**config.mk**
```make
export PLATFORM = sky130hd
export DESIGN_NAME = intc8_core
export DESIGN_NICKNAME = d
export VERILOG_FILES = /design/src/rtl/intc8_pkg.sv /design/src/rtl/intc8_prio_enc.sv /design/src/rtl/intc8_cmd_dec.sv /design/src/rtl/intc8_setup_seq.sv /design/src/rtl/intc8_core.sv
export SDC_FILE = /design/constraint.sdc
export NUM_CORES = 1
export LEC_CHECK = 0
export BUFFER_PORTS_ARGS = -buffer_cell sky130_fd_sc_hd__buf_2
export CORE_MARGIN = 1.5
export CORE_UTILIZATION = 55
export CTS_CLUSTER_DIAMETER = 150
export DETAILED_ROUTE_END_ITERATION = 8
export PLACE_DENSITY_LB_ADDON = 0.15
export SYNTH_ARGS = -nofsm -noshare
export SYNTH_HDL_FRONTEND = slang
export SYNTH_SLANG_ARGS = --single-unit
```
**constraint.sdc**
```tcl
create_clock -name clk -period 3.6 [get_ports clk]
set_clock_uncertainty 0.1 [all_clocks]
set_input_delay 0.36 -clock clk [delete_from_list [all_inputs] [get_ports clk]]
set_output_delay 0.36 -clock clk [all_outputs]
set_load 0.05 [all_outputs]
```
**src/rtl/intc8_pkg.sv**
```systemverilog
package intc8_pkg;

   typedef enum logic [1:0] {
      SETUP_IDLE = 2'd0,
      SETUP_BASE = 2'd1,
      SETUP_LINK = 2'd2,
      SETUP_MODE = 2'd3
   } setup_state_t;

   typedef enum logic [1:0] {
      RSEL_POLL    = 2'd0,
      RSEL_PENDING = 2'd1,
      RSEL_SERVICE = 2'd2
   } read_sel_t;

   typedef struct packed {
      logic       sel_pending;
      logic       sel_service;
      logic       sel_poll;
      logic       eoi_all;
      logic       eoi_one;
      logic [2:0] eoi_line;
   } cmd_dec_t;

   function automatic logic is_line_eoi(input logic [7:0] code);
      return ((code[7:3] == 5'b00100) && (code[2:0] != 3'd0)) ||
             (code[7:3] == 5'b01100) ||
             (code[7:3] == 5'b11100);
   endfunction

endpackage

```
**src/rtl/intc8_prio_enc.sv**
```systemverilog
module intc8_prio_enc #(
   parameter int N  = 8,
   parameter int IW = 3
) (
   input  logic [N-1:0]  req,
   output logic          found,
   output logic [IW-1:0] idx
);

   generate
      if (N < 1) begin : g_bad_n
         $error("intc8_prio_enc: N must be at least 1");
      end
      if ((1 << IW) < N) begin : g_bad_iw
         $error("intc8_prio_enc: IW too narrow for N");
      end
   endgenerate

   // lowest index wins: scan downward so the last hit is the smallest index
   always_comb begin
      idx = '0;
      for (int i = N - 1; i >= 0; i--) begin
         if (req[i]) idx = IW'(i);
      end
   end

   assign found = |req;

endmodule

```
**src/rtl/intc8_cmd_dec.sv**
```systemverilog
module intc8_cmd_dec (
   input  logic                 [7:0] code,
   output intc8_pkg::cmd_dec_t        dec
);
   import intc8_pkg::*;

   always_comb begin
      dec             = '0;
      dec.sel_pending = (code == 8'h0A);
      dec.sel_service = (code == 8'h0B);
      dec.sel_poll    = (code == 8'h0C);
      dec.eoi_all     = (code == 8'h20);
      dec.eoi_one     = is_line_eoi(code);
      dec.eoi_line    = code[2:0];
   end

endmodule

```
**src/rtl/intc8_setup_seq.sv**
```systemverilog
module intc8_setup_seq #(
   parameter int DATA_W = 8
) (
   input  logic              clk,
   input  logic              rst_n,
   input  logic              start_wr,
   input  logic              cmd_wr,
   input  logic              data_wr,
   input  logic              start_single,
   input  logic              start_want_mode,
   input  logic [DATA_W-4:0] data_hi,
   output logic              busy,
   output logic [DATA_W-1:0] vec_base
);
   import intc8_pkg::*;

   setup_state_t state_q;
   logic         single_q;
   logic         want_mode_q;
   logic [DATA_W-1:0] base_q;

   always_ff @(posedge clk) begin
      if (!rst_n) begin
         state_q     <= SETUP_IDLE;
         single_q    <= 1'b0;
         want_mode_q <= 1'b0;
         base_q      <= '0;
      end else if (start_wr) begin
         state_q     <= SETUP_BASE;
         single_q    <= start_single;
         want_mode_q <= start_want_mode;
      end else if (cmd_wr) begin
         state_q <= SETUP_IDLE;
      end else if (data_wr) begin
         unique case (state_q)
            SETUP_BASE: begin
               base_q <= {data_hi, 3'b000};
               if (!single_q)        state_q <= SETUP_LINK;
               else if (want_mode_q) state_q <= SETUP_MODE;
               else                  state_q <= SETUP_IDLE;
            end
            SETUP_LINK: state_q <= want_mode_q ? SETUP_MODE : SETUP_IDLE;
            SETUP_MODE: state_q <= SETUP_IDLE;
            default:    state_q <= SETUP_IDLE;
         endcase
      end
   end

   assign busy     = (state_q != SETUP_IDLE);
   assign vec_base = base_q;

   assert_setup_start_R3 : assert property (@(posedge clk) disable iff (!rst_n)
      start_wr |=> (state_q == SETUP_BASE));

   assert_setup_abort_R5 : assert property (@(posedge clk) disable iff (!rst_n)
      (cmd_wr && busy) |=> !busy);

   assert_base_low_clear_R3 : assert property (@(posedge clk) disable iff (!rst_n)
      (data_wr && state_q == SETUP_BASE) |=> (vec_base[2:0] == 3'b000));

endmodule

```
**src/rtl/intc8_core.sv**
```systemverilog
module intc8_core #(
   parameter int NUM_IRQ = 8,
   parameter int DATA_W  = 8
) (
   input  logic               clk,
   input  logic               rst_n,
   input  logic               reg_wr,
   input  logic               reg_addr,
   input  logic [DATA_W-1:0]  reg_wdata,
   output logic [DATA_W-1:0]  reg_rdata,
   input  logic [NUM_IRQ-1:0] irq_lines,
   input  logic               int_ack,
   output logic               int_out,
   output logic               vec_valid,
   output logic [DATA_W-1:0]  vec_id
);
   import intc8_pkg::*;

   localparam int IDX_W = (NUM_IRQ > 1) ? $clog2(NUM_IRQ) : 1;

   generate
      if (DATA_W != 8) begin : g_bad_data_w
         $error("intc8_core: DATA_W must be 8 (byte register port)");
      end
      if (NUM_IRQ < 1 || NUM_IRQ > 8) begin : g_bad_num_irq
         $error("intc8_core: NUM_IRQ must lie in 1..8");
      end
   endgenerate

   // ---------------- register port decode ----------------
   logic wr_cmd_port, wr_data_port, start_wr, cmd_wr, data_wr;
   logic setup_busy;
   logic [DATA_W-1:0] vec_base;
   cmd_dec_t dec;

   assign wr_cmd_port  = reg_wr && !reg_addr;
   assign wr_data_port = reg_wr &&  reg_addr;
   assign start_wr     = wr_cmd_port &&  reg_wdata[4];
   assign cmd_wr       = wr_cmd_port && !reg_wdata[4];
   assign data_wr      = wr_data_port && setup_busy;

   intc8_cmd_dec u_dec (
      .code (reg_wdata),
      .dec  (dec)
   );

   intc8_setup_seq #(.DATA_W(DATA_W)) u_setup (
      .clk             (clk),
      .rst_n           (rst_n),
      .start_wr        (start_wr),
      .cmd_wr          (cmd_wr),
      .data_wr         (data_wr),
      .start_single    (reg_wdata[1]),
      .start_want_mode (reg_wdata[0]),
      .data_hi         (reg_wdata[DATA_W-1:3]),
      .busy            (setup_busy),
      .vec_base        (vec_base)
   );

   // ---------------- state ----------------
   logic [NUM_IRQ-1:0] pend_q, serv_q, mask_q, line_prev_q;
   logic [NUM_IRQ-1:0] rise, pend_clr, serv_clr, serv_set;
   logic [NUM_IRQ-1:0] line_hot, win_hot, live_req;
   read_sel_t          rsel_q;

   // per-line edge detector
   generate
      for (genvar g = 0; g < NUM_IRQ; g++) begin : g_edge
         always_ff @(posedge clk) begin
            if (!rst_n) line_prev_q[g] <= 1'b0;
            else        line_prev_q[g] <= irq_lines[g];
         end
         assign rise[g]     = irq_lines[g] && !line_prev_q[g];
         assign line_hot[g] = (dec.eoi_line == 3'(g));
      end
   endgenerate

   // ---------------- priority resolution ----------------
   logic             req_found, serv_found, raw_found;
   logic [IDX_W-1:0] req_idx, serv_idx, raw_idx;

   assign live_req = pend_q & ~mask_q;

   intc8_prio_enc #(.N(NUM_IRQ), .IW(IDX_W)) u_req_enc (
      .req (live_req), .found (req_found), .idx (req_idx));

   intc8_prio_enc #(.N(NUM_IRQ), .IW(IDX_W)) u_serv_enc (
      .req (serv_q), .found (serv_found), .idx (serv_idx));

   intc8_prio_enc #(.N(NUM_IRQ), .IW(IDX_W)) u_raw_enc (
      .req (pend_q), .found (raw_found), .idx (raw_idx));

   generate
      for (genvar g = 0; g < NUM_IRQ; g++) begin : g_win
         assign win_hot[g] = req_found && (req_idx == IDX_W'(g));
      end
   endgenerate

   assign int_out = req_found && (!serv_found || (req_idx < serv_idx));

   logic ack_fire;
   assign ack_fire = int_ack && int_out;

   // ---------------- register updates ----------------
   always_comb begin
      pend_clr = '0;
      serv_clr = '0;
      if (cmd_wr && dec.eoi_all) begin
         pend_clr = serv_q;
         serv_clr = serv_q;
      end
      if (cmd_wr && dec.eoi_one) begin
         pend_clr = line_hot;
         serv_clr = line_hot;
      end
      if (ack_fire) pend_clr = pend_clr | win_hot;
      serv_set = ack_fire ? win_hot : '0;
   end

   always_ff @(posedge clk) begin
      if (!rst_n) begin
         pend_q <= '0;
         serv_q <= '0;
         mask_q <= '0;
         rsel_q <= RSEL_POLL;
      end else begin
         pend_q <= (pend_q & ~pend_clr) | rise;
         serv_q <= (serv_q & ~serv_clr) | serv_set;
         if (wr_data_port && !setup_busy) mask_q <= reg_wdata[NUM_IRQ-1:0];
         if (cmd_wr && dec.sel_pending)      rsel_q <= RSEL_PENDING;
         else if (cmd_wr && dec.sel_service) rsel_q <= RSEL_SERVICE;
         else if (cmd_wr && dec.sel_poll)    rsel_q <= RSEL_POLL;
      end
   end

   // ---------------- vector output ----------------
   always_ff @(posedge clk) begin
      if (!rst_n) begin
         vec_valid <= 1'b0;
         vec_id    <= '0;
      end else begin
         vec_valid <= ack_fire;
         if (ack_fire) vec_id <= vec_base | {{(DATA_W-IDX_W){1'b0}}, req_idx};
      end
   end

   // ---------------- read mux ----------------
   logic [DATA_W-1:0] mask_w, pend_w, serv_w, poll_w;

   generate
      if (NUM_IRQ < DATA_W) begin : g_pad
         assign mask_w = {{(DATA_W-NUM_IRQ){1'b0}}, mask_q};
         assign pend_w = {{(DATA_W-NUM_IRQ){1'b0}}, pend_q};
         assign serv_w = {{(DATA_W-NUM_IRQ){1'b0}}, serv_q};
      end else begin : g_nopad
         assign mask_w = mask_q;
         assign pend_w = pend_q;
         assign serv_w = serv_q;
      end
   endgenerate

   assign poll_w = raw_found ? {1'b1, {(DATA_W-1-IDX_W){1'b0}}, raw_idx} : '0;

   always_comb begin
      if (reg_addr) begin
         reg_rdata = mask_w;
      end else begin
         unique case (rsel_q)
            RSEL_PENDING: reg_rdata = pend_w;
            RSEL_SERVICE: reg_rdata = serv_w;
            default:      reg_rdata = poll_w;
         endcase
      end
   end

   // ---------------- assertions ----------------
   assert_edge_capture_R2 : assert property (@(posedge clk) disable iff (!rst_n)
      (|rise) |=> ((pend_q & $past(rise)) == $past(rise)));

   assert_mask_load_R6 : assert property (@(posedge clk) disable iff (!rst_n)
      (wr_data_port && !setup_busy) |=> (mask_q == $past(reg_wdata[NUM_IRQ-1:0])));

   assert_setup_keeps_mask_R3 : assert property (@(posedge clk) disable iff (!rst_n)
      (wr_data_port && setup_busy) |=> $stable(mask_q));

   assert_eoi_all_R9 : assert property (@(posedge clk) disable iff (!rst_n)
      (cmd_wr && dec.eoi_all && !int_ack) |=> (serv_q == '0));

   assert_masked_silent_R12 : assert property (@(posedge clk) disable iff (!rst_n)
      (live_req == '0) |-> !int_out);

   assert_ack_vector_R13 : assert property (@(posedge clk) disable iff (!rst_n)
      (int_ack && int_out) |=> vec_valid);

   assert_no_stray_vector_R13 : assert property (@(posedge clk) disable iff (!rst_n)
      !(int_ack && int_out) |=> !vec_valid);

   assert_ack_moves_one_R13 : assert property (@(posedge clk) disable iff (!rst_n)
      (int_ack && int_out && !reg_wr) |=> ($countones(serv_q & ~$past(serv_q)) == 1));

endmodule

```
Word-level counts from Yosys, hierarchy flattened:

Index checks and enable logic that the tools add are counted.

* register bits after elaboration: 52
* input bits: 21
* output and inout bits: 18
* logic and storage cells: 157

* magnitude comparators: 1
* eq/ne operators: 25
* mux-type cells: 40
* bitwise operators: 13
* reduce and logical (&&, ||, !) cells: 58

Operators by type and width (number)
* 2-to-1 mux 3 bit: 24
* 2-to-1 mux 8 bit: 6
* logical AND 1 bit: 30
* AND 8 bit: 3
* equality test 3 bit, second input constant: 8
* equality test 8 x 4 -> 1 bit, second input constant: 3
* NOT 8 bit: 3
* bitwise OR 8 bit: 3
* OR reduction 8 bit: 3
* one-hot mux 8 bit (2 select lines): 1
* equality test 3 x 2 -> 1 bit, second input constant: 4
* logical NOT 1 bit: 12
* nonzero test 3 bit: 3
* equality test 8 x 6 -> 1 bit, second input constant: 1
* 2-to-1 mux 2 bit: 4
* bitwise OR 8 x 3 -> 8 bit: 1
* equality test 3 x 1 -> 1 bit, second input constant: 2
* logical NOT 3 bit: 2
* equality test 5 x 3 -> 1 bit, second input constant: 1
* equality test 5 x 4 -> 1 bit, second input constant: 1
* equality test 5 bit, second input constant: 1
* equality test 2 x 1 -> 1 bit, second input constant: 2
* equality test 2 bit, second input constant: 2
* 2-to-1 mux 1 bit: 4
* 8 further kinds: 13

Longest topological paths before layout:

Gate-level depths: netlist of the first run.

* word-level depth: 18
* mapped depth: 11
* gate-level depth less buffers: 10

Modules after synthesis:

Synthesis of the first run repeated with hierarchy kept, for this count alone.

* cells, all modules: 346
* area total of the unflattened synthesis: 2982.9 um2

Modules (own cells, without submodules)
* intc8_core: instances 1, cells an instance 246, area an instance 2152.1 um2, sequential area each 860.8 um2
* intc8_setup_seq: instances 1, cells an instance 46, area an instance 465.4 um2, sequential area each 180.2 um2
* intc8_prio_enc: instances 3, cells an instance 13, area an instance 81.3 um2, sequential area each 0.0 um2
* intc8_cmd_dec: instances 1, cells an instance 15, area an instance 121.4 um2, sequential area each 0.0 um2

Least setup slack after synthesis of the first run:

Ideal clock, no wire load.

* path type: register to output
* start point: register pend_q[5]
* end point: output port int_out
* arrival time: 2715 ps
* required time: 3140 ps
* setup slack: 425 ps
* stages on the path, launching flop included: 10
* path buffers: 1
* path through: dfxtp_1 -> nand2b_1 -> and2_1 -> a31oi_1 -> ha_1 -> a211o_1 -> a21o_1 -> o31a_1 -> clkbuf_1 -> nor2_1

* word-level cells in the longest chain between the ends: 10
* elaborated cells on any way between the ends: 11
* those cells by class: 1 x order compare; 6 x mux; 1 x bitwise; 3 x reduce/logical

RTL lines
* from (decl): line intc8_core.sv:61 `logic [NUM_IRQ-1:0] pend_q, serv_q, mask_q, line_prev_q;`
* from (signal assigned): line intc8_core.sv:127 `pend_q <= (pend_q & ~pend_clr) | rise;`
* AND 8 bit: line intc8_core.sv:82 `assign live_req = pend_q & ~mask_q;`
* 2-to-1 mux 3 bit (6 in series): line intc8_prio_enc.sv:23 `if (req[i]) idx = IW'(i);`
* via req_idx[2]: line intc8_core.sv:80 `logic [IDX_W-1:0] req_idx, serv_idx, raw_idx;`
* less-than comparator 3 bit: line intc8_core.sv:99 `assign int_out = req_found && (!serv_found || (req_idx < serv_idx));`
* logical OR 1 bit: line intc8_core.sv:99
* logical AND 1 bit: line intc8_core.sv:99
* to (decl): line intc8_core.sv:13 `output logic int_out,`

The timed path passes the listed nets, and every way through them passes these cells.

Worst setup path in the final report of the first run:

* start point: register pend_q[4]
* end point: output port int_out

* word-level cells in the longest chain between the ends: 9
* elaborated cells on any way between the ends: 10
* those cells by class: 1 x order compare; 5 x mux; 1 x bitwise; 3 x reduce/logical

RTL lines (line)
* AND 8 bit: intc8_core.sv:82
* 2-to-1 mux 3 bit (5 in series): intc8_prio_enc.sv:23
* via req_idx[2]: intc8_core.sv:80
* less-than comparator 3 bit: intc8_core.sv:99
* logical OR 1 bit: intc8_core.sv:99
* logical AND 1 bit: intc8_core.sv:99

The timed path passes the listed nets, and every way through them passes these cells.

==> summary.txt, run 1 <==
Worst setup path
  – Req. time, crit path: between 3 and 4 ns
  – WS Path Type: flip-flop to output port
  – CP arrival: 2.99 ns
  – Reg2Reg Setup Slack: 0.67 ns
  – Startpoint Class: flip-flop
  – Largest driver fanout on the critical path: 11
  – Crit end category: output port

Pwr
  – Leak: roughly 0.0013 uW
  – Cell Int Power: 870 uW
  – Net Sw Frac: 36.4%
  – Max VDD drop: 0.310 mV
  – Comb power frac: 27.4%
  – Psw: 497 uW
  – PwrDens: 441 nW/um^2
  – Clock power share: 24.9%
  – Reg power frac: 47.6%

Floorplan
  – I/O pin total: 39
  – Core box area: 4790 sq um
  – Initial Utilization: 57.8%
  – Floorplan row count: 25
  – Die ar.: 5460 sq um
  – Die Ht: between 70 and 80 microns
  – Chip width: 73.9 microns

STA
  – Final Hold Vio Count: 0
  – Least-Margin Pin Slew: 0.594 ns
  – Hold Worst Slack: 0.144 ns
  – Period utilization: roughly 96%
  – Final setup viols: 0
  – Slew HR: 60.1%
  – Max Clock Freq: 290 MHz
  – Fin crit period: 3.45 ns
  – Max-slew violation count: 0
  – Unrepaired setup endpoints after global routing: false
  – Setup TNS: 0 ns

Clock tree
  – Clk root buf: clkbuf_8
  – Clock sink count: 52
  – Total CTS buffers: 5
  – H-tree levels: 2
  – Clock-pin transition on the worst setup and hold timing paths: 0.10 ns
  – Longest Clk Path Bufs: 2
  – Clock latency on the worst-skew pair: 0.31 ns
  – CTS tree: yes
  – Hold_buf cts: 0

Final layout
  – Most frequent cells in the layout: dfxtp_1 (52), nand2_1 (40), buf_2 (38)
  – Non-filler instance count after layout: ~450
  – Most common cell after layout, fill and taps aside: dfxtp_1
  – Final core occ: 64.8%
  – # nets final: 411
  – Area Growth Syn to Fin: 12.1%
  – Filler cells: 437
  – # diodes: 0
  – Layout cells sized above 1: around 15%

Detailed routing
  – WL met3: about 550 microns
  – Vias/cell: 6.07
  – Drc violations: 0
  – 1st-iter DRT viols: 237
  – Routed WL: ~7.5 mm
  – Routed met1 length: 3.36 mm
  – Highest routed layer: met4
  – Drt pass-1 iters: 6
  – Via count: 2739
  – DR WL met2: 3.46 mm
  – Post-DRT Antenna Nets: 0
  – Routed len/inst: 16.7 microns

Yosys
  – Cell count after synthesis: 349
  – Post-synth EDFFs: 0
  – Post-Syn Area: 2770 sq um
  – Main synth FF type: dfxtp_1
  – Syn Area/Cell: ~8 sq um
  – Syn_nets: roughly 380
  – Yosys reg bits: 52
  – Async SR Flop Fraction: 0%
  – Netlist cell types: between 50 and 60
  – Ys Warns: 0
  – Seq/Total Area, Yosys: 37.6%

Hold path
  – Hold Path Class: input pin to flip-flop

GRT
  – Largest net degree at the start of global routing: 23
  – GRT Total Usage: 28.7%
  – Initial antenna violation count: 0
  – GRT overflow: 0
  – First-pass GRT wire length: between 10 and 15 mm
  – Vias in the first global route: around 2400

Outcome
  – Status: complete, no violations

Placed design
  – Dpl hpwl: roughly 5.6 mm
  – Dpl cells: 443
  – GP Congestion: 1.01
  – IO buf count: 38

Run
  – Max-Cap Viols: 0
Yosys cell counts, drive strengths merged (4+ instances only):
master	instances	area share [%]
dfxtp	52	38
nand2	40	5.4
nor2	32	4.3
a21oi	24	4.3
inv	23	3.1
nand3	19	3.4
o21ai	16	2.9
nand2b	14	3.2
clkbuf	10	1.4
mux2i	8	2.9
o22ai	8	1.8
ha	7	3.2
nor2b	7	1.6
nand4	6	1.4
nor3	6	1.1
a22oi	5	1.4
buf	5	0.81
a21o	4	1.1
and3	4	0.90
nor4	4	1.4
o21a	4	1.1
o31ai	4	1.3
sequential cells by signal, indices dropped and copies added (netlist names):
signal               flops
u_setup.vec_base         5
pend_q                   8
u_setup.state_q          2
vec_valid                1
u_setup.want_mode_q      1
serv_q                   8
u_setup.single_q         1
rsel_q                   2
vec_id                   8
line_prev_q              8
mask_q                   8
final timing paths:
path                                      from        endpoint  depth (start not counted)
worst min register to register  line_prev_q[5]       pend_q[5]                          1
worst max-delay path                 pend_q[4]         int_out                          9
worst min-delay path              irq_lines[7]  line_prev_q[7]                          3
worst max register to register       pend_q[4]       pend_q[1]                          9
cell type report:
| cell class | count | area (sq um) | area share (%) |
|---|---|---|---|
| multi-input cells | 259 | 1580 | 50.9 |
| flip-flops and latches | 52 | 1040 | 33.6 |
| repair buffers | 42 | 220 | 7.11 |
| inverters | 23 | 86.3 | 2.79 |
| well taps | 67 | 83.8 | 2.70 |
| clock buffers | 5 | 68.8 | 2.22 |
| clock inverters | 3 | 21.3 | 0.686 |
logic make-up after synthesis:
group           share of synthesized area, %
simple gates                            27.1
compound gates                          23.2
flops                                   37.6
buf+inv                                 5.34
mux                                     3.30
fa+ha+maj                               3.17
xor+xnor                               0.317
power groups by stage:
stage / Sequential (uW) / Combinational (uW) / Clock (uW)
after floorplan: 674 / 256 / 0
after global placement: 660 / 364 / 0
after global routing: 655 / 408 / 371
final: 651 / 375 / 341
after detailed placement: 662 / 367 / 0
after CTS: 649 / 369 / 346
critical path: stages, from the launching register on:
cell and delay [ns]:
dfxtp_1 0.48, nand2b_1 0.15, and2_1 0.21, a31oi_1 0.26, ha_1 0.30, a211o_1 0.31
a21o_1 0.19, o31a_2 0.39, nor2_1 0.13, buf_2 0.27
repair_timing:
action,in CTS,in global routing
endpoints found under the setup margin,0,1
buffers inserted,0,0
resized for setup,0,1
through the flow:
stage / total power (uW) / setup slack, ns / area (sq um)
2_1_floorplan: 930 / 0.425 / 2770
3_3_place_gp: 1020 / 0.612 / 3010
3_5_place_dp: 1030 / 0.527 / 3010
4_1_cts: 1360 / 0.181 / 3100
5_1_grt: 1430 / 0.0340 / 3100
6_report: 1370 / 0.148 / 3100
per-layer routing:
metal,vias to the layer above,GRT usage [%]
met5,-,0
met4,0,8.85
met1,1271,41.2
li1,1330,-
met2,123,43.4
met3,15,5.62
Note: power is estimated with default switching activity, not from simulation.
==> run 2: changes to the inputs <==
BUFFER_PORTS_ARGS = not set   (was -buffer_cell sky130_fd_sc_hd__buf_2)
DONT_BUFFER_PORTS = 1   (was not set)
==> summary.txt, run 2 (synthesis gave the netlist of run 1 again) <==
Final layout
  – # diodes: 0
  – Most frequent cells in the layout: dfxtp_1 (52), nand2_1 (40), nor2_1 (32)
  – Layout cells sized above 1: around 5.7%
  – # nets final: roughly 380
  – Most common cell after layout, fill and taps aside: dfxtp_1
  – Area Growth Syn to Fin: 6.88%
  – Non-filler instance count after layout: about 420

Worst setup path
  – Startpoint Class: flip-flop
  – Crit end category: output port
  – Largest driver fanout on the critical path: 11
  – Req. time, crit path: around 3.1 ns
  – CP arrival: ~3 ns
  – WS Path Type: flip-flop to output port

GRT
  – Most used routing layer: met2
  – Largest net degree at the start of global routing: 23
  – Initial antenna violation count: 0
  – Met2 Usage GRT: 45.6%
  – M1 GR Usage: 39.0%
  – GRT Total Usage: 28.6%
  – Vias in the first global route: 2362
  – First-pass GRT wire length: 11.8 mm
  – GRT overflow: 0
  – Met3 track demand over resource: 6.72%

Clock tree
  – Hold_buf cts: 0
  – Total CTS buffers: 5
  – Longest Clk Path Bufs: 2
  – H-tree levels: 2
  – Post-cts resize count: 0
  – Post-CTS Setup Bufs: 0
  – Clock sink count: 52
  – Clock-pin transition on the worst setup and hold timing paths: 0.10 ns
  – Clock latency on the worst-skew pair: approximately 0.31 ns
  – CTS tree: yes
  – Clk root buf: clkbuf_8

Floorplan
  – Floorplan row count: 25
  – Initial Utilization: 57.8%
  – Die ar.: 5460 sq um
  – Die Ht: 73.9 microns
  – I/O pin total: 39
  – Chip width: around 74 microns
  – Core box area: about 4800 sq um

STA
  – Max-slew violation count: 0
  – Fin crit period: 3.38 ns
  – Period utilization: a little over nine tenths
  – Max Clock Freq: 296 MHz
  – Final setup margin: 0.222 ns
  – Final Hold Vio Count: 0
  – Setup TNS: 0 ns
  – Hold Worst Slack: 0.0482 ns
  – Unrepaired setup endpoints after global routing: false
  – Slew HR: between 30% and 40%
  – Least-Margin Pin Slew: 0.996 ns
  – Final setup viols: 0

Outcome
  – Status: complete, no violations

Run
  – Max-Cap Viols: 0

Pwr
  – Tot Pwr: around 1400 uW
  – Max VDD drop: 0.264 mV
  – Leak: 0.00114 uW
  – PwrDens: 477 nW/um^2

Detailed routing
  – 1st-iter DRT viols: 181
  – Routed WL: 7.41 mm
  – Drt pass-1 iters: 5
  – Vias/cell: 6.18
  – Via count: 2564
  – Routed len/inst: 17.9 microns
  – Post-DRT Antenna Nets: 0
  – Drc violations: 0

Placed design
  – Dpl cells: 407
  – Pre-CTS WS: 0.594 ns
  – IO buf count: 0
  – Dpl hpwl: 5.50 mm
  – GP Congestion: 0.944

Hold path
  – Hold Path Class: input pin to flip-flop
-- run 2: cell count changes in the layout (fill, tap and decap cells not counted), sizes merged --
cell    before  now
buf         42    6
bufinv       0    1
clkinv       1    0
-- run 2: metrics by stage --
step	instance area, sq um	utilization [%]
2_1_floorplan	2770	-
3_3_place_gp	2830	59.2
3_5_place_dp	2830	59.2
4_1_cts	2950	61.6
5_1_grt	2960	61.8
6_report	2960	61.8
-- run 2: worst max-delay path, cell delays in order (launching register included) --
cell	delay, ns
dfxtp_1	0.44
nand2b_1	0.14
and2_1	0.23
a31oi_1	0.27
ha_1	0.29
a211o_1	0.31
a21o_1	0.19
o31a_1	0.38
nor2_1	0.16
buf_4	0.21
-- run 2: final timing paths --
path	cells past startpoint	endpoint	start	slack, ns
max	9	int_out	pend_q[5]	0.22
min	1	u_setup.state_q[1]	reg_wr	0.05
max reg2reg	9	pend_q[1]	pend_q[5]	0.69
min reg2reg	1	pend_q[5]	line_prev_q[5]	0.31
-- run 2: cell type report --
class / count / area (sq um)
Fill cell: 450 / 1830
Multi-Input combinational cell: 259 / 1580
Sequential cell: 52 / 1040
Inverter: 23 / 86.3
Tap cell: 67 / 83.8
Clock buffer: 5 / 68.8
Clock inverter: 3 / 46.3
Timing Repair Buffer: 6 / 45.0
-- run 2: metal layers --
metal  up-vias  part of all wire [%]  routed length, microns
met2        89                    46                    3390
li1       1252                     -                       -
met5         -                     0                       0
met1      1212                    45                    3300
met4         0                   1.5                     113
met3        11                   8.2                     609
-- run 2: power by group --
part / total, uW / internal [uW] / switching [uW]
sequential: 677 / 610 / 66.9
clock: 414 / 210 / 205
combinational: 319 / 112 / 207
